[config.mk]
export PLATFORM = sky130hd
export DESIGN_NAME = pt_rx
export DESIGN_NICKNAME = d
export VERILOG_FILES = /design/src/rtl/pt_pkg.sv /design/src/rtl/pt_ack_tracker.sv /design/src/rtl/pt_pair_classifier.sv /design/src/rtl/pt_word_assembler.sv /design/src/rtl/pt_rx.sv
export SDC_FILE = /design/constraint.sdc
export NUM_CORES = 1
export LEC_CHECK = 0
export ABC_AREA = 1
export CAP_MARGIN = 20
export CORE_ASPECT_RATIO = 1.2
export CORE_UTILIZATION = 50
export CTS_CLUSTER_SIZE = 24
export DETAILED_ROUTE_END_ITERATION = 10
export DONT_BUFFER_PORTS = 1
export HOLD_SLACK_MARGIN = 0.05
export MAX_ROUTING_LAYER = met4
export SYNTH_ARGS = -nofsm -noshare
export SYNTH_HDL_FRONTEND = slang
export SYNTH_HIERARCHICAL = 1
export SYNTH_SLANG_ARGS = --single-unit
[constraint.sdc]
create_clock -name clk -period 2.72 [get_ports clk]
set_input_delay 0.272 -clock clk [delete_from_list [all_inputs] [get_ports clk]]
set_output_delay 0.272 -clock clk [all_outputs]
set_load 0.01 [all_outputs]
[src/rtl/pt_pkg.sv]
package pt_pkg;
  typedef enum logic {
    PAIR_INVALID = 1'b0,
    PAIR_VALID   = 1'b1
  } pair_cls_e;

  function automatic pair_cls_e flip_cls(input pair_cls_e c);
    return (c == PAIR_VALID) ? PAIR_INVALID : PAIR_VALID;
  endfunction
endpackage

[src/rtl/pt_ack_tracker.sv]
module pt_ack_tracker #(
  parameter int MAX_PEND = 15,
  parameter int CNT_W    = $clog2(MAX_PEND + 1)
) (
  input  logic             clk,
  input  logic             rst,
  input  logic             start_i,
  input  logic             req_evt_i,
  input  logic             req_lvl_n_i,
  input  logic             ack_en_i,
  output logic             ack_o,
  output logic [CNT_W-1:0] pend_o,
  output logic             done_o,
  output logic             ovf_o,
  output logic             active_o
);
  localparam logic [CNT_W-1:0] PEND_MAX = CNT_W'(MAX_PEND);
  localparam logic [CNT_W-1:0] ONE      = CNT_W'(1);

  logic [CNT_W-1:0] pend_q, pend_n;
  logic             ack_q, ack_n;
  logic             act_q, act_n;
  logic             ovf_q, ovf_n;
  logic             done_q;
  logic             fire, full_hit, inc;

  always_comb begin
    fire     = ack_en_i && (pend_q != '0);
    full_hit = req_evt_i && !fire && (pend_q == PEND_MAX);
    inc      = req_evt_i && !full_hit;
    pend_n   = pend_q;
    unique case ({inc, fire})
      2'b10:   pend_n = pend_q + ONE;
      2'b01:   pend_n = pend_q - ONE;
      default: pend_n = pend_q;
    endcase
    ack_n = ack_q ^ fire;
    act_n = act_q || start_i;
    ovf_n = (ovf_q && !start_i) || full_hit;
  end

  always_ff @(posedge clk) begin
    if (rst) begin
      pend_q <= '0;
      ack_q  <= 1'b0;
      act_q  <= 1'b0;
      ovf_q  <= 1'b0;
      done_q <= 1'b0;
    end else begin
      pend_q <= pend_n;
      ack_q  <= ack_n;
      act_q  <= act_n;
      ovf_q  <= ovf_n;
      done_q <= act_n && (pend_n == '0) && !req_lvl_n_i && !ack_n;
    end
  end

  assign ack_o    = ack_q;
  assign pend_o   = pend_q;
  assign done_o   = done_q;
  assign ovf_o    = ovf_q;
  assign active_o = act_q;
endmodule

[src/rtl/pt_pair_classifier.sv]
module pt_pair_classifier
  import pt_pkg::*;
(
  input  logic      clk,
  input  logic      rst,
  input  logic      start_i,
  input  logic      asrt_evt_i,
  input  logic      p1_i,
  output pair_cls_e cls_o,
  output logic      perr_o
);
  logic      first_q;
  logic      ref_q;
  logic      seen_q;
  logic      perr_q;
  pair_cls_e cls_q;
  logic      toggled;

  assign toggled = (p1_i != ref_q);

  always_ff @(posedge clk) begin
    if (rst) begin
      first_q <= 1'b1;
      ref_q   <= 1'b0;
      seen_q  <= 1'b0;
      perr_q  <= 1'b0;
      cls_q   <= PAIR_INVALID;
    end else if (start_i) begin
      first_q <= 1'b1;
      seen_q  <= 1'b0;
      perr_q  <= 1'b0;
    end else if (asrt_evt_i) begin
      ref_q <= p1_i;
      if (first_q) begin
        first_q <= 1'b0;
        cls_q   <= PAIR_VALID;
        seen_q  <= 1'b0;
      end else if (toggled) begin
        if (cls_q == PAIR_INVALID) seen_q <= 1'b1;
      end else begin
        cls_q <= flip_cls(cls_q);
        if (cls_q == PAIR_VALID) begin
          seen_q <= 1'b0;
        end else if (!seen_q) begin
          perr_q <= 1'b1;
        end
      end
    end
  end

  assign cls_o  = cls_q;
  assign perr_o = perr_q;
endmodule

[src/rtl/pt_word_assembler.sv]
module pt_word_assembler #(
  parameter int DW = 16,
  localparam int WW = 2 * DW
) (
  input  logic          clk,
  input  logic          rst,
  input  logic          asrt_evt_i,
  input  logic          neg_evt_i,
  input  logic          pair_ok_i,
  input  logic [DW-1:0] data_i,
  output logic [WW-1:0] word_o,
  output logic          vld_o
);
  logic [DW-1:0] hi_q;
  logic [WW-1:0] word_q;
  logic          vld_q;

  always_ff @(posedge clk) begin
    if (rst) begin
      hi_q   <= '0;
      word_q <= '0;
      vld_q  <= 1'b0;
    end else begin
      vld_q <= 1'b0;
      if (asrt_evt_i) hi_q <= data_i;
      if (neg_evt_i && pair_ok_i) begin
        word_q <= {hi_q, data_i};
        vld_q  <= 1'b1;
      end
    end
  end

  assign word_o = word_q;
  assign vld_o  = vld_q;
endmodule

[src/rtl/pt_rx.sv]
module pt_rx
  import pt_pkg::*;
#(
  parameter int DW       = 16,
  parameter int MAX_PEND = 15,
  localparam int CNT_W   = $clog2(MAX_PEND + 1),
  localparam int WW      = 2 * DW
) (
  input  logic             clk,
  input  logic             rst,
  input  logic             start_i,
  input  logic             req_evt_i,
  input  logic [DW-1:0]    data_i,
  input  logic             p1_i,
  input  logic             ack_en_i,
  output logic             ack_o,
  output logic [CNT_W-1:0] pend_o,
  output logic             done_o,
  output logic [WW-1:0]    word_o,
  output logic             word_vld_o,
  output logic             proto_err_o,
  output logic             ovf_o
);
  logic      req_q;
  logic      asrt_evt, neg_evt;
  logic      active;
  pair_cls_e cls;

  assign asrt_evt = req_evt_i && !req_q;
  assign neg_evt  = req_evt_i && req_q;

  always_ff @(posedge clk) begin
    if (rst) req_q <= 1'b0;
    else     req_q <= req_q ^ req_evt_i;
  end

  pt_ack_tracker #(.MAX_PEND(MAX_PEND), .CNT_W(CNT_W)) u_ack (
    .clk        (clk),
    .rst        (rst),
    .start_i    (start_i),
    .req_evt_i  (req_evt_i),
    .req_lvl_n_i(req_q ^ req_evt_i),
    .ack_en_i   (ack_en_i),
    .ack_o      (ack_o),
    .pend_o     (pend_o),
    .done_o     (done_o),
    .ovf_o      (ovf_o),
    .active_o   (active)
  );

  pt_pair_classifier u_cls (
    .clk       (clk),
    .rst       (rst),
    .start_i   (start_i),
    .asrt_evt_i(asrt_evt),
    .p1_i      (p1_i),
    .cls_o     (cls),
    .perr_o    (proto_err_o)
  );

  pt_word_assembler #(.DW(DW)) u_asm (
    .clk       (clk),
    .rst       (rst),
    .asrt_evt_i(asrt_evt),
    .neg_evt_i (neg_evt),
    .pair_ok_i (active && (cls == PAIR_VALID)),
    .data_i    (data_i),
    .word_o    (word_o),
    .vld_o     (word_vld_o)
  );
endmodule

==> impl_metrics.env <==
export IMPL_drc_errors=0
export IMPL_drive_gt1_share_pct=11.7
export IMPL_worstHoldPathType="in -> reg"
export IMPL_ys_types=28
export IMPL_cellLeakagePower_uw=0.00152
export IMPL_synth_area_per_cell_um2=7.16
export IMPL_cts_tree="built"
export IMPL_synth_top_cell_by_area="dfxtp_1"
export IMPL_crit_path_cell_trace="nor2_2 -> nand2_4 -> nand3_4 -> nand2_2 -> nand2_1 -> inv_2 -> ha_1 -> nand2_1 -> o21ai_1 -> nor3_2 -> nand2_1 -> nor2_2"
export IMPL_dieHeight_um=83.6
export IMPL_grt_pass1_wl_um=9430
export IMPL_ys_seq_elements=63
export IMPL_finalSetupViolations=0
export IMPL_postRouteAntennaNets=0
export IMPL_finalSetupTns_ns=0
export IMPL_finalPower_uw=2320
export IMPL_drt_pass1_iterations=4
export IMPL_num_antenna_cells=0
export IMPL_die_area_um2=5860
export IMPL_finalWirelength_um=5390
export IMPL_rows=29
export IMPL_wl_per_cell_um=11.8
export IMPL_r2r_slack_ns=0.93
export IMPL_clk_pin_slew_ns=0.07
export IMPL_max_slew_margin_pct=67.4
export IMPL_synth_area_um2=2780
export IMPL_final_cell_mix="nor2_1, nand2_1, dfxtp_1"
export IMPL_critPathLaunchType="register"
export IMPL_worst_pin_slew_ns=0.489
export IMPL_worstPathArrival_ns=2.05
export IMPL_fin_crit_sh_pct=65.6
export IMPL_drtIter0Drc=179
export IMPL_yosysSeqAreaShare_pct=45.4
export IMPL_syn_inst=388
export IMPL_crit_slowest_cell="dfxtp_1"
export IMPL_nets=415
export IMPL_die_x_um=70.0
export IMPL_hold_violations=0
export IMPL_crit_path_end_kind="register"
export IMPL_cts_sinks=63
export IMPL_grt_pass1_vias=2084
export IMPL_dp_slack_ns=0.925
export IMPL_cts_max_level=3
export IMPL_grt_antenna_before_repair=0
export IMPL_crit_fanout=7
export IMPL_yosysWarnings=6
export IMPL_finClkSkew_ns=0.00790
export IMPL_synth_nets=413
export IMPL_post_route_min_period_ns=1.79
export IMPL_boundaryPins=63
export IMPL_postCtsSetupBuffers=0
export IMPL_vias_per_cell=4.71
export IMPL_peakVddDrop_v=0.000494
export IMPL_max_stage_delay_ns=0.53
export IMPL_worst_path_most_repeated_cell="nand2_1"
export IMPL_cts_buffers=9
export IMPL_criticalPathCategory="reg -> reg"
export IMPL_n_fill_cell=537
export IMPL_start_util_pct=52.1
export IMPL_slew_violations=0
export IMPL_place_area_um2=2770
export IMPL_routed_via_count=2148
export IMPL_design_area_um2=2960
export IMPL_required_ns=2.98
export IMPL_synth_area_leaders="dfxtp_1, nor2_1, nand2_1"
export IMPL_drv_cap=0
export IMPL_max_freq_ghz=0.560
export IMPL_place_gp_congestion=0.749
export IMPL_grt_max_degree=38
export IMPL_final_common_cell="nor2_1"
export IMPL_power_density_nw_per_um2=785
export IMPL_track_usage_pct=20.9
export IMPL_outcome="finished, final reports clean"
export IMPL_rsz0062_at_grt="no"
export IMPL_dp_hpwl_um=3760
export IMPL_synth_top_area_share_pct=45.4
export IMPL_clk_latency_ns=0.32
export IMPL_grt_ovfl_total=0
export IMPL_clock_path_buffers=2
export IMPL_cts_root_buf="clkbuf_8"
export IMPL_area_growth_syn_to_layout_pct=6.67
export IMPL_largest_reg_flops=32
export IMPL_core_area_um2=5330
export IMPL_finalWorstSetupSlack_ns=0.935
export IMPL_port_buffers=0
-- final timing paths --
check / cells past startpoint / startpoint / to
hold / removal: 2 / data_i[9] / u_asm/word_o[9]
setup reg to reg: 12 / u_ack/pend_o[0] / u_ack/done_o
hold reg to reg: 2 / u_cls/seen_q / u_cls/seen_q
setup / recovery: 12 / u_ack/pend_o[0] / u_ack/done_o
-- where the power goes --
part | leakage (µW) | total, µW | switching [µW] | internal, µW
Combinational | 0.000906 | 495 | 314 | 181
Clock | 0.0000957 | 749 | 337 | 412
Sequential | 0.000513 | 1080 | 90.5 | 989
Total | 0.00152 | 2320 | 742 | 1580
-- worst max-delay path, delay by kind of cell (launching register included) --
| family | cells | cell delay, ns |
|---|---|---|
| AO/OA/AOI/OAI | 1 | 0.09 |
| adder cells (fa/ha/maj) | 1 | 0.21 |
| buffers and inverters | 1 | 0.05 |
| flip-flops | 1 | 0.53 |
| AND/OR/NAND/NOR | 9 | 0.86 |
-- synth_stat cells --
cell,n
nand2_2,5
xor2_2,1
o21ai_0,9
nand2_4,5
o211ai_1,1
nand3_2,1
clkbuf_2,1
inv_1,53
inv_2,3
a21oi_2,3
nand3_1,6
a21oi_1,4
xnor2_1,1
o21ai_1,10
nand3b_1,2
buf_4,7
xor2_1,2
nor2_1,109
buf_2,2
nand2_1,79
nor3_2,1
nand3_4,2
nor2_2,6
o21bai_1,1
ha_1,3
nand4_1,4
dfxtp_1,63
buf_6,4
-- timing repair --
item | in CTS | in global routing
hold buffers | 1 | 0
resized for setup | 0 | 0
endpoints found under the hold margin | 9 | 0
-- metal layers --
layer / GRT usage [%] / part of all wire, %
met5: - / 0
met1: 22.8 / 42
met2: 35.3 / 51
met3: 5.92 / 5.8
met4: 9.27 / 1.1
-- layout make-up --
| cell class | count | area, µm² | share of cell area [%] |
|---|---|---|---|
| clock inverter | 5 | 50.0 | 1.69 |
| sequential | 63 | 1260 | 42.6 |
| timing repair buffer | 5 | 40.0 | 1.35 |
| multi-input combinational | 255 | 1190 | 40.3 |
| clock buffer | 10 | 128 | 4.31 |
| inverter | 56 | 210 | 7.10 |
| tap | 62 | 77.6 | 2.62 |
-- stage by stage --
| step | utilization, % | instances | hold slack (ns) |
|---|---|---|---|
| 3_3_place_gp | 52.0 | 440 | 0.337 |
| 3_5_place_dp | 52.0 | 440 | 0.337 |
| 4_1_cts | 55.5 | 456 | 0.0542 |
| 2_1_floorplan | - | 388 | 0.334 |
| 6_report | 55.5 | 456 | 0.0797 |
| 5_1_grt | 55.5 | 456 | 0.0714 |
-- logic make-up after synthesis --
kind of cell	share of synthesized area, %
compound gates	5.63
xor+xnor	1.53
fa+ha+maj	1.35
buf+inv	11.6
flops	45.4
simple gates	34.4
Note: power is estimated with default switching activity, not from simulation.
